[src/rtl/lr_seq_pkg.sv]
package lr_seq_pkg;
  typedef enum logic [1:0] {
    OP_IDLE = 2'd0,
    OP_DBL  = 2'd1,
    OP_ADD  = 2'd2,
    OP_LOAD = 2'd3
  } pt_op_e;

  typedef enum logic [1:0] {
    S_IDLE,
    S_FIND,
    S_WAIT,
    S_NEXT
  } seq_st_e;
endpackage

[src/rtl/lr_lead_one.sv]
module lr_lead_one #(
  parameter int KW = 16,
  parameter int PW = $clog2(KW)
) (
  input  logic [KW-1:0] vec,
  output logic          found,
  output logic [PW-1:0] idx
);
  // highest set bit wins: later iterations overwrite earlier ones
  always_comb begin
    found = 1'b0;
    idx   = '0;
    for (int i = 0; i < KW; i++) begin
      if (vec[i]) begin
        found = 1'b1;
        idx   = PW'(i);
      end
    end
  end
endmodule

[src/rtl/lr_bit_cursor.sv]
module lr_bit_cursor #(
  parameter int KW = 16,
  parameter int PW = $clog2(KW)
) (
  input  logic          clk,
  input  logic          rst,
  input  logic          load,
  input  logic [PW-1:0] load_idx,
  input  logic          step,
  input  logic [KW-1:0] vec,
  output logic [PW-1:0] pos,
  output logic          at_zero,
  output logic          cur_bit
);
  always_ff @(posedge clk) begin
    if (rst)       pos <= '0;
    else if (load) pos <= load_idx;
    else if (step) pos <= pos - PW'(1);
  end

  assign at_zero = (pos == '0);
  assign cur_bit = vec[pos];

  // the cursor never steps below bit 0
  p_no_wrap_r1: assert property (@(posedge clk) disable iff (rst)
    step |-> (pos != '0));
  p_load_step_excl_r1: assert property (@(posedge clk) disable iff (rst)
    !(load && step));
endmodule

[src/rtl/lr_op_counters.sv]
module lr_op_counters #(
  parameter int CW = 5,
  parameter int OW = 6
) (
  input  logic          clk,
  input  logic          rst,
  input  logic          clr,
  input  logic          inc_load,
  input  logic          inc_dbl,
  input  logic          inc_add,
  output logic [CW-1:0] dbl_cnt,
  output logic [CW-1:0] add_cnt,
  output logic [OW-1:0] op_cnt
);
  always_ff @(posedge clk) begin
    if (rst || clr) begin
      dbl_cnt <= '0;
      add_cnt <= '0;
      op_cnt  <= '0;
    end else begin
      if (inc_dbl) dbl_cnt <= dbl_cnt + CW'(1);
      if (inc_add) add_cnt <= add_cnt + CW'(1);
      if (inc_load || inc_dbl || inc_add) op_cnt <= op_cnt + OW'(1);
    end
  end

  // counters never wrap within one job
  p_no_overflow_r4: assert property (@(posedge clk) disable iff (rst)
    (inc_dbl |-> dbl_cnt != '1) and (inc_add |-> add_cnt != '1));
  // at most one request issued per cycle
  p_one_issue_r6: assert property (@(posedge clk) disable iff (rst)
    $onehot0({inc_load, inc_dbl, inc_add}));
endmodule

[src/rtl/lr_dbladd_seq.sv]
module lr_dbladd_seq
  import lr_seq_pkg::*;
#(
  parameter int KW = 16,
  parameter int HW = 4,
  parameter int PW = $clog2(KW),
  parameter int CW = $clog2(KW + 1),
  parameter int OW = $clog2(2 * KW + 1)
) (
  input  logic          clk,
  input  logic          rst,
  input  logic          start,
  input  logic [KW-1:0] scalar,
  input  logic [HW-1:0] base_sel,
  output logic          req_valid,
  output logic [1:0]    req_op,
  output logic [HW-1:0] req_pt,
  input  logic          rsp_valid,
  output logic          busy,
  output logic          done,
  output logic          result_inf,
  output logic [CW-1:0] dbl_cnt,
  output logic [CW-1:0] add_cnt,
  output logic [OW-1:0] op_cnt
);
  seq_st_e       st;
  logic [KW-1:0] k_r;
  logic [HW-1:0] base_r;
  logic [PW-1:0] msb_r;
  pt_op_e        op_q;
  logic          lead_found;
  logic [PW-1:0] lead_idx;
  logic [PW-1:0] pos;
  logic          pos_zero, cur_bit;
  logic          accept, issue_load, issue_dbl, issue_add;

  lr_lead_one #(.KW(KW), .PW(PW)) u_lead (
    .vec(k_r), .found(lead_found), .idx(lead_idx)
  );

  lr_bit_cursor #(.KW(KW), .PW(PW)) u_cursor (
    .clk(clk), .rst(rst), .load(issue_load), .load_idx(lead_idx),
    .step(issue_dbl), .vec(k_r), .pos(pos), .at_zero(pos_zero),
    .cur_bit(cur_bit)
  );

  lr_op_counters #(.CW(CW), .OW(OW)) u_cnt (
    .clk(clk), .rst(rst), .clr(accept), .inc_load(issue_load),
    .inc_dbl(issue_dbl), .inc_add(issue_add),
    .dbl_cnt(dbl_cnt), .add_cnt(add_cnt), .op_cnt(op_cnt)
  );

  always_comb begin
    accept     = (st == S_IDLE) && start;
    issue_load = (st == S_FIND) && lead_found;
    issue_add  = (st == S_NEXT) && (op_q == OP_DBL) && cur_bit;
    issue_dbl  = (st == S_NEXT) && !issue_add && !pos_zero;
  end

  always_ff @(posedge clk) begin
    if (rst) begin
      st         <= S_IDLE;
      k_r        <= '0;
      base_r     <= '0;
      msb_r      <= '0;
      op_q       <= OP_IDLE;
      req_valid  <= 1'b0;
      req_pt     <= '0;
      done       <= 1'b0;
      result_inf <= 1'b0;
    end else begin
      done <= 1'b0;
      case (st)
        S_IDLE: begin
          if (start) begin
            k_r        <= scalar;
            base_r     <= base_sel;
            result_inf <= 1'b0;
            st         <= S_FIND;
          end
        end
        S_FIND: begin
          if (!lead_found) begin
            done       <= 1'b1;
            result_inf <= 1'b1;
            st         <= S_IDLE;
          end else begin
            msb_r     <= lead_idx;
            op_q      <= OP_LOAD;
            req_pt    <= base_r;
            req_valid <= 1'b1;
            st        <= S_WAIT;
          end
        end
        S_WAIT: begin
          if (rsp_valid) begin
            req_valid <= 1'b0;
            st        <= S_NEXT;
          end
        end
        S_NEXT: begin
          if (issue_add) begin
            op_q      <= OP_ADD;
            req_pt    <= base_r;
            req_valid <= 1'b1;
            st        <= S_WAIT;
          end else if (pos_zero) begin
            done <= 1'b1;
            st   <= S_IDLE;
          end else begin
            op_q      <= OP_DBL;
            req_pt    <= '0;
            req_valid <= 1'b1;
            st        <= S_WAIT;
          end
        end
        default: st <= S_IDLE;
      endcase
    end
  end

  assign req_op = op_q;
  assign busy   = (st != S_IDLE);

  // request held steady until answered
  p_hold_req_r6: assert property (@(posedge clk) disable iff (rst)
    (req_valid && !rsp_valid) |=> (req_valid && $stable(req_op) && $stable(req_pt)));
  // a gap follows every response
  p_gap_after_rsp_r6: assert property (@(posedge clk) disable iff (rst)
    (req_valid && rsp_valid) |=> !req_valid);
  // done lasts one cycle
  p_done_pulse_r8: assert property (@(posedge clk) disable iff (rst)
    done |=> !done);
  // zero scalar issues nothing
  p_zero_quiet_r5: assert property (@(posedge clk) disable iff (rst)
    (done && result_inf) |-> (op_cnt == '0));
  // doubling count matches leading-one index
  p_dbl_exact_r4: assert property (@(posedge clk) disable iff (rst)
    (done && !result_inf) |-> (dbl_cnt == CW'(msb_r)));
  // total equals parts
  p_ops_sum_r9: assert property (@(posedge clk) disable iff (rst)
    done |-> (op_cnt == OW'(dbl_cnt) + OW'(add_cnt) + OW'(!result_inf)));
  // no request while idle
  p_idle_quiet_r7: assert property (@(posedge clk) disable iff (rst)
    !busy |-> !req_valid);
  // a new job always opens with a load
  p_first_load_r2: assert property (@(posedge clk) disable iff (rst)
    ($rose(req_valid) && op_cnt == OW'(1)) |-> (req_op == 2'd3));
endmodule

[config.mk]
export PLATFORM = sky130hd
export DESIGN_NAME = lr_dbladd_seq
export DESIGN_NICKNAME = d
export VERILOG_FILES = /design/src/rtl/lr_seq_pkg.sv /design/src/rtl/lr_lead_one.sv /design/src/rtl/lr_bit_cursor.sv /design/src/rtl/lr_op_counters.sv /design/src/rtl/lr_dbladd_seq.sv
export SDC_FILE = /design/constraint.sdc
export NUM_CORES = 1
export LEC_CHECK = 0
export BUFFER_PORTS_ARGS = -buffer_cell sky130_fd_sc_hd__buf_2
export CORE_ASPECT_RATIO = 0.8
export CORE_MARGIN = 2
export CORE_UTILIZATION = 40
export CTS_CLUSTER_DIAMETER = 200
export CTS_CLUSTER_SIZE = 28
export DETAILED_ROUTE_END_ITERATION = 10
export GPL_TIMING_DRIVEN = 0
export PLACE_DENSITY = 0.66
export SLEW_MARGIN = 10
export SYNTH_ARGS = -nofsm -noshare
export SYNTH_HDL_FRONTEND = slang
export SYNTH_SLANG_ARGS = --single-unit
[constraint.sdc]
create_clock -name clk -period 6.3 [get_ports clk]
set_clock_uncertainty 0.05 [all_clocks]
set_input_delay 0.945 -clock clk [delete_from_list [all_inputs] [get_ports clk]]
set_output_delay 0.945 -clock clk [all_outputs]
set_load 0.02 [all_outputs]
# Word-level counts from Yosys, hierarchy flattened
# Index checks and enable logic that the tools add are counted.
[totals] word_cells=110 register_bits=51 in_bits=24 output_inout_bits=26
[classes] reduce_logical=23 order_cmp=1 eq_ne=9 muxes=61 add_sub_neg=4
[op_table] operator="2-to-1 mux 4 bit" n=13
[op_table] operator="2-to-1 mux 1 bit" n=27
[op_table] operator="2-to-1 mux 2 bit" n=10
[op_table] operator="2-to-1 mux 3 bit" n=4
[op_table] operator="adder 5 x 1 -> 5 bit, second input constant" n=2
[op_table] operator="!= test 2 bit, second input constant" n=4
[op_table] operator="case mux 2 bit (4 select lines)" n=1
[op_table] operator="case mux 4 bit (2 select lines)" n=1
[op_table] operator="nonzero test 2 bit" n=4
[op_table] operator="adder 6 x 1 -> 6 bit, second input constant" n=1
[op_table] operator="logical AND 1 bit" n=6
[op_table] operator="AND reduction 3 bit" n=2
[op_table] operator="less-than comparator 4 x 5 -> 1 bit, second input constant" n=1
[op_table] operator="binary-select mux 1 bit (select 4 bit)" n=1
[op_table] operator="equality test 2 x 1 -> 1 bit, second input constant" n=2
[op_table] operator="equality test 2 bit, second input constant" n=2
[op_table] operator="logical NOT 4 bit" n=1
[op_table] operator="case mux 1 bit (2 select lines)" n=2
[op_table] operator="case mux 2 bit (2 select lines)" n=1
[op_table] operator="AND reduction 2 bit" n=2
[op_table] operator="AND reduction 4 bit" n=1
[op_table] operator="subtractor 4 x 1 -> 4 bit, second input constant" n=1
[op_table] operator="logical OR 1 bit" n=3
[op_table] operator="!= test 3 x 2 -> 1 bit, second input constant" n=1
[op_table] operator="4 further kinds" n=5

# Longest topological paths before layout
[depth] ltp_word=19 ltp_mapped=9 ltp_nobuf=7

# Modules after synthesis
# Synthesis repeated with hierarchy kept, for this count alone.
[unflattened] hier_cells=281 hier_area_um2=2419.8
[by_module_without_submodules] mod="lr_dbladd_seq" seq_area_each_um2=620.6 instances=1 cells_per_inst=143 area_per_inst_um2=1221.2
[by_module_without_submodules] mod="lr_op_counters" seq_area_each_um2=320.3 instances=1 cells_per_inst=70 area_per_inst_um2=683.2
[by_module_without_submodules] mod="lr_bit_cursor" seq_area_each_um2=80.1 instances=1 cells_per_inst=39 area_per_inst_um2=354.1
[by_module_without_submodules] mod="lr_lead_one" seq_area_each_um2=0.0 instances=1 cells_per_inst=29 area_per_inst_um2=161.4

# Worst setup path after synthesis
# Ideal clock, no wire load.
[synth_timing] kind="register -> register" startpoint="reg u_cursor.pos[0]" endpoint="reg u_cnt.dbl_cnt[2]" setup_time_ps=71 synth_period_minus_slack_ps=2163 t_required_ps=6179 stages_incl_launch_ff=9 t_arrival_ps=2043 n_path_buf=2 path_slack_ps=4137 path_cell_list="dfxtp_1 buf_6 mux4_2 nor2_1 nor4b_2 or3_1 buf_2 or3_1 a21oi_1"
[synth_via] elab_chain_len=6
[synth_rtl] item="start, declared" line_no="lr_bit_cursor.sv:11" rtl="output logic [PW-1:0] pos,"
[synth_rtl] item="start signal, assigned" line_no="lr_bit_cursor.sv:17" rtl="else if (load) pos <= load_idx;"
[synth_rtl] item="start signal, assigned" line_no="lr_bit_cursor.sv:18" rtl="else if (step) pos <= pos - PW'(1);"
[synth_rtl] item="binary-select mux 1 bit (select 4 bit)" line_no="lr_bit_cursor.sv:22" rtl="assign cur_bit = vec[pos];"
[synth_rtl] item="2-to-1 mux 1 bit (implied by the code)" line_no="lr_bit_cursor.sv:22"
[synth_rtl] item="logical AND 1 bit" line_no="lr_dbladd_seq.sv:56" rtl="issue_add = (st == S_NEXT) && (op_q == OP_DBL) && cur_bit;"
[synth_rtl] item="logical NOT 1 bit" line_no="lr_dbladd_seq.sv:57" rtl="issue_dbl = (st == S_NEXT) && !issue_add && !pos_zero;"
[synth_rtl] item="logical AND 1 bit" line_no="lr_dbladd_seq.sv:57"
[synth_rtl] item="logical AND 1 bit *" line_no="lr_dbladd_seq.sv:57"
[synth_rtl] item="end signal, assigned" line_no="lr_op_counters.sv:21" rtl="if (inc_dbl) dbl_cnt <= dbl_cnt + CW'(1);"
[synth_rtl] item="end, declared" line_no="lr_op_counters.sv:11" rtl="output logic [CW-1:0] dbl_cnt,"
# Mark *: on every way between the ends. The rest lies on a longest branch, timed or not. The select of a mux whose other input is x is not followed.
# A chain may end at the register's enable or synchronous reset.

# Final worst setup path
[layout_timing] startpoint="reg k_r[8]" endpoint="reg u_cursor.pos[1]"
[layout_via] elab_chain_len=10
[layout_rtl] item="start, declared" line_no="lr_dbladd_seq.sv:27" rtl="logic [KW-1:0] k_r;"
[layout_rtl] item="start signal, assigned" line_no="lr_dbladd_seq.sv:76" rtl="k_r <= scalar;"
[layout_rtl] item="2-to-1 mux 1 bit (8 in series)" line_no="lr_lead_one.sv:14" rtl="if (vec[i]) begin"
[layout_rtl] item="logical AND 1 bit" line_no="lr_dbladd_seq.sv:55" rtl="issue_load = (st == S_FIND) && lead_found;"
[layout_rtl] item="2-to-1 mux 4 bit or nonzero test 2 bit (tied branches)"
# Several ways; a longest one is shown, not always the timed one. The select of a mux whose other input is x is not followed.

==> results.toml <==
[outcome]
outcome = "finished clean"

[critical_path]
cp_top_family = "simple AND/OR/NAND/NOR gates"
cp_max_fo = 8
crit_cells = 6
crit_buf_inv = 0
crit_path_cell_trace = "nor4_1, nand2_1, o31ai_1, nor3_1, nand2_1, mux2_1"
startpoint_type = "flip-flop"
worstPathArrival_ns = 3.07
path_common_cell = "nand2_1"
end_kind = "flip-flop"
reg2reg_from = "k_r[8]"
crit_required_ns = 6.46
reg2regPathDepth = 6
slowest_delay_ns = 0.86
crit_end = "u_cursor.pos[1]"
critPathKind = "flip-flop to flip-flop"
rrSetupSlack_ns = 3.39
crit_path_start = "k_r[8]"
cpMaxStageDelayCell = "o31ai_1"
r2r_end = "u_cursor.pos[1]"

[power]
swShare_pct = 31.1
p_leak_nw = 1.17
power_frac_comb_pct = 22.0
power.switching_mw = 0.238
power.density_nw_per_um2 = 256
internal_power_mw = 0.528
p_clk_share_pct = 30.9
sequentialPowerShare_pct = 47.1
peakVddDrop_v = 0.000153

[sta]
finalCriticalPeriod_ns = 2.91
worst-slew-pin-transition_ns = 0.984
slew_headroom_pct = 33.8
hold_viol_final = 0
final-setup-viol-count = 0
rsz0062_at_grt = "false"
report.final.slew_viol_count = 0
fin_crit_sh_pct = 46.2
max_freq_mhz = 344
tns_ns = 0
setup_slack_ns = 3.39

[global_route]
antenna_found_initial = 0
grt_pass1_wl_um = 10500
grtUsageTotal_pct = 19.0
overflow = 0
grt_max_degree = 18
first_global_vias = 2183

[logic_synthesis]
synth_seq_cells = 51
syn_nets = 337
synth_top_area_share_pct = 40.3
avgSynthCellArea_sq_um = 8.23
ys_types = 51
synth_top_family_by_area = "simple AND/OR/NAND/NOR gates"
synthTopCellsByCount = "53 x nand2_1, 51 x dfxtp_1, 35 x a21oi_1"
synth.largest_area_cell = "dfxtp_1"
synth_mux_area_share_pct = 4.89
synth-xor-area-share_pct = 1.38
synth_edf_count = 0
ys_warn_count = 0
post-synth-top-count-cell = "nand2_1"
synth-simple-area-share_pct = 23.4
ys.flop_type = "dfxtp_1"
synthCells = 308
synth_fa_ha_area_share_pct = 2.47
ys_seq_area_share_pct = 40.3
async_reset_ff_share_pct = 0
synth-compound-area-share_pct = 21.8
synth_area_leaders = "dfxtp_1 40%, nand2_1 7.9%, a21oi_1 6.9%"
netlist_area_sq_um = 2530

[drt]
drc = 0
wl_um = 6280
viasPerCell = 5.34
dr.pass1.iters = 4
routedWlPerCell_um = 14.1
vias = 2375
drtIter0Drc = 137
ant_nets = 0

[cells_and_area]
drive_above_1_share_pct = 21.2
instances_no_fill = 445
syn_to_final_growth_pct = 18.0
n_antenna_cell = 0
final_nets = 392

[clocking]
cts-hold-fix-buffers = 0
cts_resized = 0
cts_max_level = 2
cts_setup_buffers = 0
path_clk_slew_ns = 0.10
cts_tree = "yes"
cts_sinks = 51
clk_path_buf_depth = 2
clkLatencyLatePin_ns = 0.31
cts_made_buffers = 5
cts-root-buf = "clkbuf_8"

[floorplan]
io_pins = 50
dieArea_sq_um = 6990
die_height_um = 75.2
fp.dieW_um = 93.0
core_sq_um = 6010
start_util_pct = 42.2
placementRows = 25

[place]
place.gp.congestion = 0.853
preCtsSetupSlack_ns = 3.40
port_buffers = 48
place_inst = 437
dpl.hpwl_um = 4540

[run]
cap_violations = 0

[worst_hold_path]
worst_hold_path_type = "flip-flop to flip-flop"
[placed cells by master (no fill, tap or decap), drive strengths merged, types with 7 or more instances in the layout]
cell type | Yosys | final
a21oi | 35 | 35
buf | 10 | 58
clkbuf | 10 | 15
dfxtp | 51 | 51
inv | 11 | 12
nand2 | 53 | 53
nand2b | 7 | 7
nor2 | 17 | 17
nor2b | 8 | 8
o21ai | 22 | 22
or3 | 7 | 7
[worst min path at each step]
| stage | startpoint | to | slack [ns] | cells past startpoint |
|---|---|---|---|---|
| floorplan | base_r[0] | base_r[0] | 0.38 | 2 |
| global placement | base_r[0] | base_r[0] | 0.39 | 2 |
| detailed placement | base_r[0] | base_r[0] | 0.40 | 2 |
| CTS | base_r[2] | base_r[2] | 0.41 | 2 |
| global route | base_r[3] | base_r[3] | 0.43 | 2 |
| finish | base_r[0] | base_r[0] | 0.41 | 2 |
[per-stage QoR]
stage / total power, mW / util, % / hold WS [ns] / area (sq um)
global route: 0.808 / 49.8 / 0.434 / 2990
finish: 0.766 / 49.8 / 0.407 / 2990
global placement: 0.532 / 47.9 / 0.395 / 2880
detailed placement: 0.534 / 47.9 / 0.396 / 2880
CTS: 0.770 / 49.8 / 0.411 / 2990
floorplan: 0.487 / - / 0.382 / 2530
[tightest hold or removal path: cells and delay by family, from the launching register on]
kind             cells  cell delay, ns
flip-flops           1            0.32
AO/OA/AOI/OAI        1            0.05
AND/OR/NAND/NOR      1            0.05
[kinds of logic after synthesis]
kind of cell / Yosys count
multiplexers: 9
XOR/XNOR: 4
buffers and inverters: 31
flip-flops: 51
AND/OR/NAND/NOR: 120
adder cells (fa/ha/maj): 5
AO/OA/AOI/OAI: 88
[power groups by stage]
stage               sequential, mW  combinational [mW]  clock [mW]
floorplan                    0.367               0.120           0
global placement             0.367               0.165           0
detailed placement           0.368               0.166           0
CTS                          0.360               0.168       0.242
global route                 0.364               0.187       0.257
finish                       0.361               0.168       0.237
[layout make-up]
class                      count  area, sq um
fill                         620         3020
multi-input combinational    226         1370
sequential                    51         1020
timing repair buffer          48          240
buffer                        20          106
tap                           81          101
clock buffer                   5         68.8
clock inverter                 3         46.3
inverter                      11         41.3
[registers in the layout, summed over array words and instances (netlist names)]
signal / cells
k_r: 16
u_cnt.op_cnt: 6
u_cnt.add_cnt: 5
u_cnt.dbl_cnt: 5
base_r: 4
req_pt: 4
u_cursor.pos: 4
req_op: 2
st: 2
done: 1
req_valid: 1
result_inf: 1
[layer usage]
layer	vias up	part of all wire (%)	track usage (%)
li1	1205	-	-
met1	1093	49	26.7
met2	72	43	29.1
met3	5	6.6	4.40
met4	0	1.0	6.05
met5	-	0	0
Note: power is estimated with default switching activity, not from simulation.
